### src/rtl/gpio_pkg.sv
package gpio_pkg;
  localparam int PIN_COUNT = 8;
  localparam int ADDR_W    = 12;
  localparam int WORD_W    = ADDR_W - 2;

  // Word indices (byte offset >> 2) of the configuration registers.
  localparam logic [WORD_W-1:0] W_DIR    = 10'h100;
  localparam logic [WORD_W-1:0] W_SENSE  = 10'h101;
  localparam logic [WORD_W-1:0] W_BOTH   = 10'h102;
  localparam logic [WORD_W-1:0] W_EVENT  = 10'h103;
  localparam logic [WORD_W-1:0] W_MASK   = 10'h104;
  localparam logic [WORD_W-1:0] W_RAW    = 10'h105;
  localparam logic [WORD_W-1:0] W_MASKED = 10'h106;
  localparam logic [WORD_W-1:0] W_CLEAR  = 10'h107;
  localparam logic [WORD_W-1:0] W_MODE   = 10'h108;

  typedef enum logic [3:0] {
    RD_NONE, RD_DATA, RD_DIR, RD_SENSE, RD_BOTH,
    RD_EVENT, RD_MASK, RD_RAW, RD_MASKED, RD_MODE
  } rdSel_e;

  typedef struct packed {
    logic [PIN_COUNT-1:0] dataMask;
    logic wrData;
    logic wrDir;
    logic wrSense;
    logic wrBoth;
    logic wrEvent;
    logic wrMask;
    logic wrClear;
    logic wrMode;
    rdSel_e rdSel;
  } strobe_t;
endpackage

### src/rtl/gpio_ctrl.sv
module gpio_ctrl
  import gpio_pkg::*;
(
  input  logic              regSel,
  input  logic              regWrEn,
  input  logic [ADDR_W-1:0] regAddr,
  output strobe_t           stb
);
  logic              aligned;
  logic [WORD_W-1:0] word;
  logic              inData;

  assign aligned = regSel && (regAddr[1:0] == 2'b00);
  assign word    = regAddr[ADDR_W-1:2];
  assign inData  = (word[WORD_W-1:PIN_COUNT] == '0);

  always_comb begin
    stb          = '0;
    stb.rdSel    = RD_NONE;
    stb.dataMask = word[PIN_COUNT-1:0];
    if (aligned && inData) begin
      if (regWrEn) stb.wrData = 1'b1;
      else         stb.rdSel  = RD_DATA;
    end else if (aligned) begin
      unique case (word)
        W_DIR:    if (regWrEn) stb.wrDir   = 1'b1; else stb.rdSel = RD_DIR;
        W_SENSE:  if (regWrEn) stb.wrSense = 1'b1; else stb.rdSel = RD_SENSE;
        W_BOTH:   if (regWrEn) stb.wrBoth  = 1'b1; else stb.rdSel = RD_BOTH;
        W_EVENT:  if (regWrEn) stb.wrEvent = 1'b1; else stb.rdSel = RD_EVENT;
        W_MASK:   if (regWrEn) stb.wrMask  = 1'b1; else stb.rdSel = RD_MASK;
        W_RAW:    if (!regWrEn) stb.rdSel = RD_RAW;
        W_MASKED: if (!regWrEn) stb.rdSel = RD_MASKED;
        W_CLEAR:  if (regWrEn) stb.wrClear = 1'b1;
        W_MODE:   if (regWrEn) stb.wrMode  = 1'b1; else stb.rdSel = RD_MODE;
        default:  stb.rdSel = RD_NONE;
      endcase
    end
  end
endmodule

### src/rtl/gpio_pin_irq.sv
module gpio_pin_irq (
  input  logic clk,
  input  logic rstN,
  input  logic level,
  input  logic prevLevel,
  input  logic senseLvl,
  input  logic bothEdge,
  input  logic eventHi,
  input  logic clrPulse,
  output logic rawBit
);
  logic rise;
  logic fall;
  logic edgeHit;
  logic edgeLatch;

  assign rise    = level & ~prevLevel;
  assign fall    = ~level & prevLevel;
  assign edgeHit = bothEdge ? (rise | fall) : (eventHi ? rise : fall);

  always_ff @(posedge clk) begin
    if (!rstN || senseLvl) edgeLatch <= 1'b0;
    else                   edgeLatch <= edgeHit | (edgeLatch & ~clrPulse);
  end

  assign rawBit = senseLvl ? (eventHi ? level : ~level) : edgeLatch;
endmodule

### src/rtl/gpio_datapath.sv
module gpio_datapath
  import gpio_pkg::*;
(
  input  logic                 clk,
  input  logic                 rstN,
  input  strobe_t              stb,
  input  logic [PIN_COUNT-1:0] wrData,
  input  logic [PIN_COUNT-1:0] pinIn,
  output logic [PIN_COUNT-1:0] pinOut,
  output logic [PIN_COUNT-1:0] pinOutEn,
  output logic [PIN_COUNT-1:0] rdData,
  output logic                 irqOut,
  output logic [PIN_COUNT-1:0] rawStatus,
  output logic [PIN_COUNT-1:0] intMask,
  output logic [PIN_COUNT-1:0] senseCfg
);
  logic [PIN_COUNT-1:0] outVal, dirReg, bothCfg, eventCfg, modeReg;
  logic [PIN_COUNT-1:0] syncA, syncB, prevB;
  logic [PIN_COUNT-1:0] pinView;

  always_ff @(posedge clk) begin
    if (!rstN) begin
      outVal   <= '0;
      dirReg   <= '0;
      senseCfg <= '0;
      bothCfg  <= '0;
      eventCfg <= '0;
      intMask  <= '0;
      modeReg  <= '0;
      syncA    <= '0;
      syncB    <= '0;
      prevB    <= '0;
    end else begin
      syncA <= pinIn;
      syncB <= syncA;
      prevB <= syncB;
      if (stb.wrData)  outVal   <= (outVal & ~stb.dataMask) | (wrData & stb.dataMask);
      if (stb.wrDir)   dirReg   <= wrData;
      if (stb.wrSense) senseCfg <= wrData;
      if (stb.wrBoth)  bothCfg  <= wrData;
      if (stb.wrEvent) eventCfg <= wrData;
      if (stb.wrMask)  intMask  <= wrData;
      if (stb.wrMode)  modeReg  <= wrData;
    end
  end

  for (genvar i = 0; i < PIN_COUNT; i++) begin : g_pin
    gpio_pin_irq u_det (
      .clk      (clk),
      .rstN     (rstN),
      .level    (syncB[i]),
      .prevLevel(prevB[i]),
      .senseLvl (senseCfg[i]),
      .bothEdge (bothCfg[i]),
      .eventHi  (eventCfg[i]),
      .clrPulse (stb.wrClear & wrData[i]),
      .rawBit   (rawStatus[i])
    );
  end

  assign pinView  = (dirReg & outVal) | (~dirReg & syncB);
  assign pinOut   = outVal;
  assign pinOutEn = dirReg;
  assign irqOut   = |(rawStatus & intMask);

  always_comb begin
    unique case (stb.rdSel)
      RD_DATA:   rdData = pinView & stb.dataMask;
      RD_DIR:    rdData = dirReg;
      RD_SENSE:  rdData = senseCfg;
      RD_BOTH:   rdData = bothCfg;
      RD_EVENT:  rdData = eventCfg;
      RD_MASK:   rdData = intMask;
      RD_RAW:    rdData = rawStatus;
      RD_MASKED: rdData = rawStatus & intMask;
      RD_MODE:   rdData = modeReg;
      default:   rdData = '0;
    endcase
  end
endmodule

### src/rtl/gpio8_irq.sv
module gpio8_irq
  import gpio_pkg::*;
(
  input  logic                 clk,
  input  logic                 rstN,
  input  logic                 regSel,
  input  logic                 regWrEn,
  input  logic [ADDR_W-1:0]    regAddr,
  input  logic [PIN_COUNT-1:0] regWrData,
  output logic [PIN_COUNT-1:0] regRdData,
  input  logic [PIN_COUNT-1:0] pinIn,
  output logic [PIN_COUNT-1:0] pinOut,
  output logic [PIN_COUNT-1:0] pinOutEn,
  output logic                 irqOut
);
  strobe_t              stb;
  logic [PIN_COUNT-1:0] rawStatus;
  logic [PIN_COUNT-1:0] intMask;
  logic [PIN_COUNT-1:0] senseCfg;

  gpio_ctrl u_ctrl (
    .regSel (regSel),
    .regWrEn(regWrEn),
    .regAddr(regAddr),
    .stb    (stb)
  );

  gpio_datapath u_dp (
    .clk      (clk),
    .rstN     (rstN),
    .stb      (stb),
    .wrData   (regWrData),
    .pinIn    (pinIn),
    .pinOut   (pinOut),
    .pinOutEn (pinOutEn),
    .rdData   (regRdData),
    .irqOut   (irqOut),
    .rawStatus(rawStatus),
    .intMask  (intMask),
    .senseCfg (senseCfg)
  );
endmodule

### config.mk
export PLATFORM = sky130hd
export DESIGN_NAME = gpio8_irq
export DESIGN_NICKNAME = d
export VERILOG_FILES = /design/src/rtl/gpio_pkg.sv /design/src/rtl/gpio_ctrl.sv /design/src/rtl/gpio_pin_irq.sv /design/src/rtl/gpio_datapath.sv /design/src/rtl/gpio8_irq.sv
export SDC_FILE = /design/constraint.sdc
export NUM_CORES = 1
export LEC_CHECK = 0
export BUFFER_PORTS_ARGS = -buffer_cell sky130_fd_sc_hd__buf_2
export CAP_MARGIN = 20
export CORE_UTILIZATION = 40
export CTS_CLUSTER_DIAMETER = 40
export DETAILED_ROUTE_END_ITERATION = 6
export PLACE_DENSITY = 0.57
export SYNTH_ARGS = -nofsm -noshare
export SYNTH_HDL_FRONTEND = slang
export SYNTH_HIERARCHICAL = 1
export SYNTH_SLANG_ARGS = --single-unit
### constraint.sdc
create_clock -name clk -period 6.4 [get_ports clk]
set_input_delay 1.28 -clock clk [delete_from_list [all_inputs] [get_ports clk]]
set_output_delay 1.28 -clock clk [all_outputs]
set_load 0.005 [all_outputs]
## Word level (Yosys, flattened, before mapping)

Cells that the tools add are included.

| word-level totals | value |
|---|---|
| bits in registers | 88 |
| bits in latches | 0 |
| memory bits (writable) | 0 |
| memory bits (read-only) | 0 |
| bits of input ports | 32 |
| output and inout bits | 25 |
| logic and storage cells | 187 |
| memories kept | 0 |

| operators by class | value |
|---|---|
| add/sub/neg operators | 0 |
| $mul | 0 |
| div/mod/pow operators | 0 |
| order comparisons | 0 |
| eq/ne operators | 18 |
| shift operators | 0 |
| muxes and demuxes | 55 |
| bitwise gates (word level) | 82 |
| reduce and logical (&&, ||, !) cells | 14 |

Operator list:

| kind | number |
|---|---|
| $eq 10x9->1 const B | 9 |
| $pmux 8 s9 | 1 |
| $and 8x8->8 | 6 |
| $mux 1 | 42 |
| $and 1x1->1 | 32 |
| $pmux 4 s8 | 1 |
| $not 1->1 | 24 |
| $eq 4x3->1 const B | 4 |
| $not 8->8 | 2 |
| $or 1x1->1 | 16 |
| $or 8x8->8 | 2 |
| $mux 3 | 4 |
| $mux 4 | 3 |
| $mux 11 | 1 |
| $eq 4x2->1 const B | 2 |
| $eq 4x4->1 const B | 2 |
| $logic_or 1x1->1 | 8 |
| $reduce_or 8->1 | 1 |
| $mux 7 | 1 |
| $eq 4x1->1 const B | 1 |
| $logic_not 2->1 | 2 |
| $mux 2 | 2 |
| $logic_and 1x1->1 | 2 |
| $logic_not 1->1 | 1 |

## Depth between registers and ports, before layout

Gate-level depths: netlist (run 1).

| depth | value |
|---|---|
| word-level depth | 8 |
| depth in mapped cells | 10 |
| mapped depth without buffers | 7 |

## Modules after synthesis

Netlist (run 1), hierarchy kept.

Modules (own cells, without submodules):

| module | times used | cells each | area an instance (um^2) | sequential area each (um^2) |
|---|---|---|---|---|
| gpio_datapath | 1 | 362 | 3,608.5 | 1,601.5 |
| gpio_pin_irq | 8 | 13 | 117.6 | 20.0 |
| gpio_ctrl | 1 | 46 | 337.8 | 0.0 |

## Least setup slack after synthesis (run 1)

OpenSTA, ideal clock, no wires.

| timing | value |
|---|---|
| path type | input to output |
| from | in regAddr[7] |
| to | out regRdData[3] |
| arrival time | 3,443 ps |
| data required time | 5,120 ps |
| slack | 1,677 ps |
| stages on the path | 7 |
| buffers on the path | 1 |
| path through | nor4_2 > nand4b_1 > nor3_1 > and3b_1 > buf_6 > a32o_1 > or4_1 |

RTL lines:

| element | line | text |
|---|---|---|
| start: declaration | gpio8_irq.sv:8 | `input logic [ADDR_W-1:0] regAddr,` |
| end: declaration | gpio8_irq.sv:10 | `output logic [PIN_COUNT-1:0] regRdData,` |

==> results of run 1 <==
[routing by layer]
layer / up-vias / GRT usage (%) / share of wire, %
met4: 0 / 9.778 / 2.0
li1: 1848 / - / -
met1: 1809 / 29.18 / 49
met5: - / 0 / 0
met3: 19 / 4.644 / 5.0
met2: 108 / 32.05 / 44
[power by group through the flow]
stage	sequential [mW]	combinational [mW]	clock (mW)
3_5_place_dp	0.573	0.0664	0
2_1_floorplan	0.572	0.0416	0
4_1_cts	0.561	0.0670	0.585
6_report	0.561	0.0668	0.568
3_3_place_gp	0.573	0.0650	0
5_1_grt	0.561	0.0741	0.607
[per-stage QoR]
| stage | worst slack [ns] | instance area (um2) |
|---|---|---|
| floorplan | 1.677 | 4887 |
| global placement | 0.9466 | 5226 |
| detailed placement | 0.8140 | 5226 |
| CTS | 0.8265 | 5542 |
| global route | 0.4933 | 5542 |
| finish | 0.7723 | 5542 |
[cell families after synthesis]
| logic type | after synthesis | share of synthesized area (%) |
|---|---|---|
| xor gates and xnor gates | 9 | 1.613 |
| DFF | 88 | 36.05 |
| AOI/OAI and AO/OA | 77 | 11.80 |
| buffers and inverters | 61 | 5.811 |
| adders and majority gates | 16 | 4.096 |
| muxes | 80 | 17.79 |
| and+or+nand+nor | 181 | 22.84 |
[layout by cell type (no fill, tap or decap), types with 9 or more instances in the layout]
cell / n
xnor2_1: 9
nor2b_1: 54
a21oi_1: 20
mux2i_1: 49
buf_4: 9
and2_1: 32
buf_2: 56
clkbuf_16: 9
nand2b_1: 18
a22oi_1: 10
ha_1: 16
dfxtp_1: 88
inv_1: 23
nand2_1: 28
nand3_1: 10
mux2_2: 23
[worst max-delay path: stages]
cell	delay [ns]
buf_2	0.13
nor4_2	0.53
nand4b_1	0.25
nor3_1	0.71
nor2b_1	0.75
a22oi_1	0.15
a2bb2oi_1	0.18
o311ai_1	0.15
buf_2	0.19
[path summary, 6_finish.rpt]
path                             from                                       end  slack, ns  depth (start not counted)
max                        regAddr[7]                              regRdData[7]       0.77                          9
min          u_dp/syncA[3]$_SDFF_PN0_                  u_dp/syncB[3]$_SDFF_PN0_       0.43                          1
max reg2reg  u_dp/syncB[7]$_SDFF_PN0_  u_dp/g_pin[7].u_det/edgeLatch$_SDFF_PP0_       5.14                          5
min reg2reg  u_dp/syncA[3]$_SDFF_PN0_                  u_dp/syncB[3]$_SDFF_PN0_       0.43                          1
[registers in the layout, indices dropped and copies added (netlist names), named ones only]
name and cells:
u_dp/pinOutEn 8, u_dp/senseCfg 8, u_dp/g_pin.u_det/edgeLatch 8, u_dp/syncB 8
u_dp/intMask 8, u_dp/prevB 8, u_dp/eventCfg 8, u_dp/modeReg 8
u_dp/bothCfg 8, u_dp/syncA 8
[layout make-up]
type	count	area, um2
Fill cell	1171	6420
Clock inverter	3	65.06
Sequential cell	88	1762
Inverter	23	86.33
Timing Repair Buffer	65	347.8
Multi-Input combinational cell	363	2846
Clock buffer	13	250.2
Tap cell	147	183.9
==> results.json, run 1 <==
{
  "grt_pass1_wl_um": 20210,
  "area_growth_pct": 13.39,
  "grt_usage_pct": 21.33,
  "cts-resized-gates": 0,
  "worst-setup-path-type": "in -> out",
  "netlist.area_leader.share_pct": 36.05,
  "drive_gt1_share_pct": 22.88,
  "syn-instance-count": 512,
  "die_w_um": 112.5,
  "p_leak_nw": 1.971,
  "grt_overflow_total": 0,
  "yosys_most_used_dff": "dfxtp_1",
  "vias": 3784,
  "clkLatencyLatePin_ns": 0.35,
  "skew_ns": 0.002162,
  "clkTransAtPathRegs_ns": 0.06,
  "tritoncts": "built",
  "utilization_pct": 46.33,
  "nets": 598,
  "antenna_cells": 0,
  "power.density_nw_per_um2": 215.8,
  "std_cell_rows": 40,
  "hold_class": "reg -> reg",
  "synthTopCellsByArea": "dfxtp_1 36%, mux2i_1 10%, nor2b_1 6.9%",
  "max-cap-violations": 0,
  "die_area_um2": 12660,
  "cts_root_buffer": "clkbuf_16",
  "io_pins": 57,
  "clkSinkCount": 88,
  "cp_max_fo": 9,
  "p_sw_mw": 0.2580,
  "ant_nets": 0,
  "yosysUniqueCellTypes": 45,
  "dp_cells": 686,
  "grt_max_degree": 89,
  "power_frac_comb_pct": 5.6,
  "ys_seq_elements": 88,
  "irDropWorstVdd_uv": 143.9,
  "hold_viol": 0,
  "yosysSeqAreaShare_pct": 36.05,
  "async_flop_share_pct": 0,
  "drc": 0,
  "avgRoutedWirePerCell_um": 17.97,
  "start_kind": "input pin",
  "gp_congestion": 0.8349,
  "power_mw": 1.196,
  "drv_slew": 0,
  "rsz0062_at_grt": "false",
  "synth_warnings": 6,
  "initial_core_util_pct": 40.86,
  "clock.fmax_mhz": 177.7,
  "drt-initial-drc-count": 237,
  "post_cts_buffers": 0,
  "relSlewSlack_pct": 27.38,
  "coreArea_um2": 11960,
  "syn-num-nets": 560,
  "fin_hold_ws_ns": 0.4322,
  "period_needed_ns": 5.628,
  "setup_viol": 0,
  "seq_power_share_pct": 46.9,
  "max-clock-path-buffers": 2,
  "arrival_ns": 4.35,
  "fp.dieH_um": 112.5,
  "p_sw_share_pct": 21.58,
  "period_share_pct": 87.93,
  "syn_area_um2": 4887,
  "antenna_found_initial": 0,
  "yosysMostFrequentCell": "dfxtp_1",
  "post_synth.cell_area_avg_um2": 9.545,
  "drt-total-wl_um": 12610,
  "synth_common_cells": "88 x dfxtp_1, 54 x nor2b_1, 49 x mux2i_1, 32 x and2_1, 28 x nand2_1",
  "tns_ns": 0,
  "fin_cells": 702,
  "crit_required_ns": 5.12,
  "yosysTopAreaCell": "dfxtp_1",
  "dp_hpwl_um": 8593,
  "tightestPinTransition_ns": 1.084,
  "p_int_mw": 0.9378,
  "clkPwrFrac_pct": 47.5,
  "outcome": "completed",
  "drtPass1Iterations": 4,
  "numPortBuffers": 56,
  "numCtsBuffers": 9,
  "cts_max_level": 3,
  "viasPerCell": 5.390,
  "grt_pass1_vias": 3666,
  "synth_edf_count": 0,
  "holdBufCountCts": 0,
  "critPathCaptureType": "output pin"
}
(Power assumes the default switching activity.)
==> inputs of run 2 (changes only) <==
Settings changed: BUFFER_PORTS_ARGS -buffer_cell sky130_fd_sc_hd__buf_2 to not set, CAP_MARGIN 20 to not set, DONT_BUFFER_PORTS set to 1, PLACE_DENSITY 0.57 to 0.53.
Clock period 6.4 ns to 5.4 ns, I/O delays scaled along.
==> run 2 against run 1 <==
Non-clock buffer count decreased by 54. Sequential share of layout area grew 1.9 points. Utilization down 2.6 points. Worst setup slack improved by 0.045 ns. Sequential power increased by 19%. Hold slack barely moved.
==> results.json, run 2 (same netlist as run 1, synthesis figures left out) <==
{
  "outcome": "completed",
  "final.fill_count": 1172,
  "ant_nets": 0,
  "period_needed_ns": 4.582,
  "hold_viol": 0,
  "grt_max_degree": 89,
  "drc": 0,
  "tritoncts": "built",
  "clkSinkCount": 88,
  "cp_max_fo": 13,
  "clkTransAtPathRegs_ns": 0.06,
  "drive_gt1_share_pct": 14.57,
  "irDropWorstVdd_uv": 160.7,
  "setup_ws_ns": 0.8176,
  "cts-resized-gates": 0,
  "viasPerCell": 5.500,
  "arrival_ns": 3.50,
  "coreArea_um2": 11960,
  "cts_root_buffer": "clkbuf_16",
  "io_pins": 57,
  "relSlewSlack_pct": 24.86,
  "period_share_pct": 84.86,
  "cts_max_level": 3,
  "die_w_um": 112.5,
  "max-cap-violations": 0,
  "fin_hold_ws_ns": 0.4320,
  "antenna_cells": 0,
  "final_cell_mix": "88 x dfxtp_1, 54 x nor2b_1, 49 x mux2i_1",
  "layout_commonest_cell": "dfxtp_1",
  "fin_cells": 648,
  "grt_usage_pct": 21.33,
  "crit_required_ns": 4.32,
  "setup_viol": 0,
  "gp_congestion": 0.8565,
  "nets": 544,
  "initial_core_util_pct": 40.86,
  "antenna_found_initial": 0,
  "dp_hpwl_um": 8973,
  "numPortBuffers": 0,
  "hold_class": "reg -> reg",
  "drv_slew": 0,
  "tightestPinTransition_ns": 1.123,
  "grt_overflow_total": 0,
  "numCtsBuffers": 9,
  "avgRoutedWirePerCell_um": 19.94,
  "die_area_um2": 12660,
  "area_growth_pct": 6.989,
  "std_cell_rows": 40,
  "dp_cells": 632,
  "critPathCaptureType": "output pin",
  "drtPass1Iterations": 5,
  "post_cts_buffers": 0,
  "rsz0062_at_grt": "false",
  "drt-total-wl_um": 12920,
  "grt_pass1_wl_um": 20230,
  "start_kind": "input pin",
  "holdBufCountCts": 0,
  "drt-initial-drc-count": 264,
  "tns_ns": 0,
  "grt_pass1_vias": 3421,
  "worst-setup-path-type": "in -> out",
  "utilization_pct": 43.71,
  "pre_cts_ws_ns": 0.8772,
  "power.density_nw_per_um2": 245.5,
  "p_leak_nw": 1.696,
  "max-clock-path-buffers": 2,
  "skew_ns": 0.003573,
  "fp.dieH_um": 112.5,
  "clock.fmax_mhz": 218.2,
  "clkLatencyLatePin_ns": 0.34,
  "vias": 3564
}
run 2: changes by cell type in the layout (fill, tap and decap cells not counted):
cell	change
buf_4	+2
clkinv_2	+1
bufinv_16	-2
buf_2	-56
clkinvlp_4	+1
run 2: critical path, cell delays in order:
cell and delay (ns):
nor4_2 0.51, nand4b_1 0.26, nor3_1 0.19, buf_4 0.22
nand2b_1 0.39, nor3_2 0.08, a32o_1 0.25, or4_1 0.52
run 2: final cells by class:
| cell class | instances | area (um2) | share of cell area, % |
|---|---|---|---|
| Multi-Input combinational cell | 363 | 2846 | 54.44 |
| Sequential cell | 88 | 1762 | 33.69 |
| Clock buffer | 13 | 250.2 | 4.786 |
| Tap cell | 147 | 183.9 | 3.518 |
| Inverter | 23 | 86.33 | 1.651 |
| Timing Repair Buffer | 11 | 82.58 | 1.579 |
| Clock inverter | 3 | 17.52 | 0.3350 |
run 2: through the flow:
| stage | instance area (um2) | total power [mW] |
|---|---|---|
| after CTS | 5229 | 1.299 |
| final | 5229 | 1.284 |
| after global routing | 5229 | 1.331 |
| after global placement | 4961 | 0.7206 |
| after floorplan | 4887 | 0.7267 |
| after detailed placement | 4961 | 0.7221 |
run 2: path summary, 6_finish.rpt:
check | end | depth (start not counted) | slack, ns | from
max reg2reg | u_dp/g_pin[1].u_det/edgeLatch$_SDFF_PP0_ | 5 | 4.08 | u_dp/syncB[1]$_SDFF_PN0_
min | u_dp/syncB[7]$_SDFF_PN0_ | 1 | 0.43 | u_dp/syncA[7]$_SDFF_PN0_
min reg2reg | u_dp/syncB[7]$_SDFF_PN0_ | 1 | 0.43 | u_dp/syncA[7]$_SDFF_PN0_
max | regRdData[3] | 8 | 0.82 | regAddr[7]
run 2: per-layer routing:
layer | share of wire, % | global-route usage [%] | vias to the layer above
met1 | 47 | 28.78 | 1686
met5 | 0 | 0 | -
met2 | 45 | 32.59 | 115
met3 | 6.1 | 5.670 | 20
li1 | - | - | 1743
met4 | 2.2 | 8.000 | 0
run 2: power by group:
part	switching, mW	internal (mW)	leakage (nW)
Clock	0.253	0.323	0.130
Combinational	0.0160	0.0267	0.853
Sequential	0.00642	0.659	0.713
Total	0.275	1.01	1.70
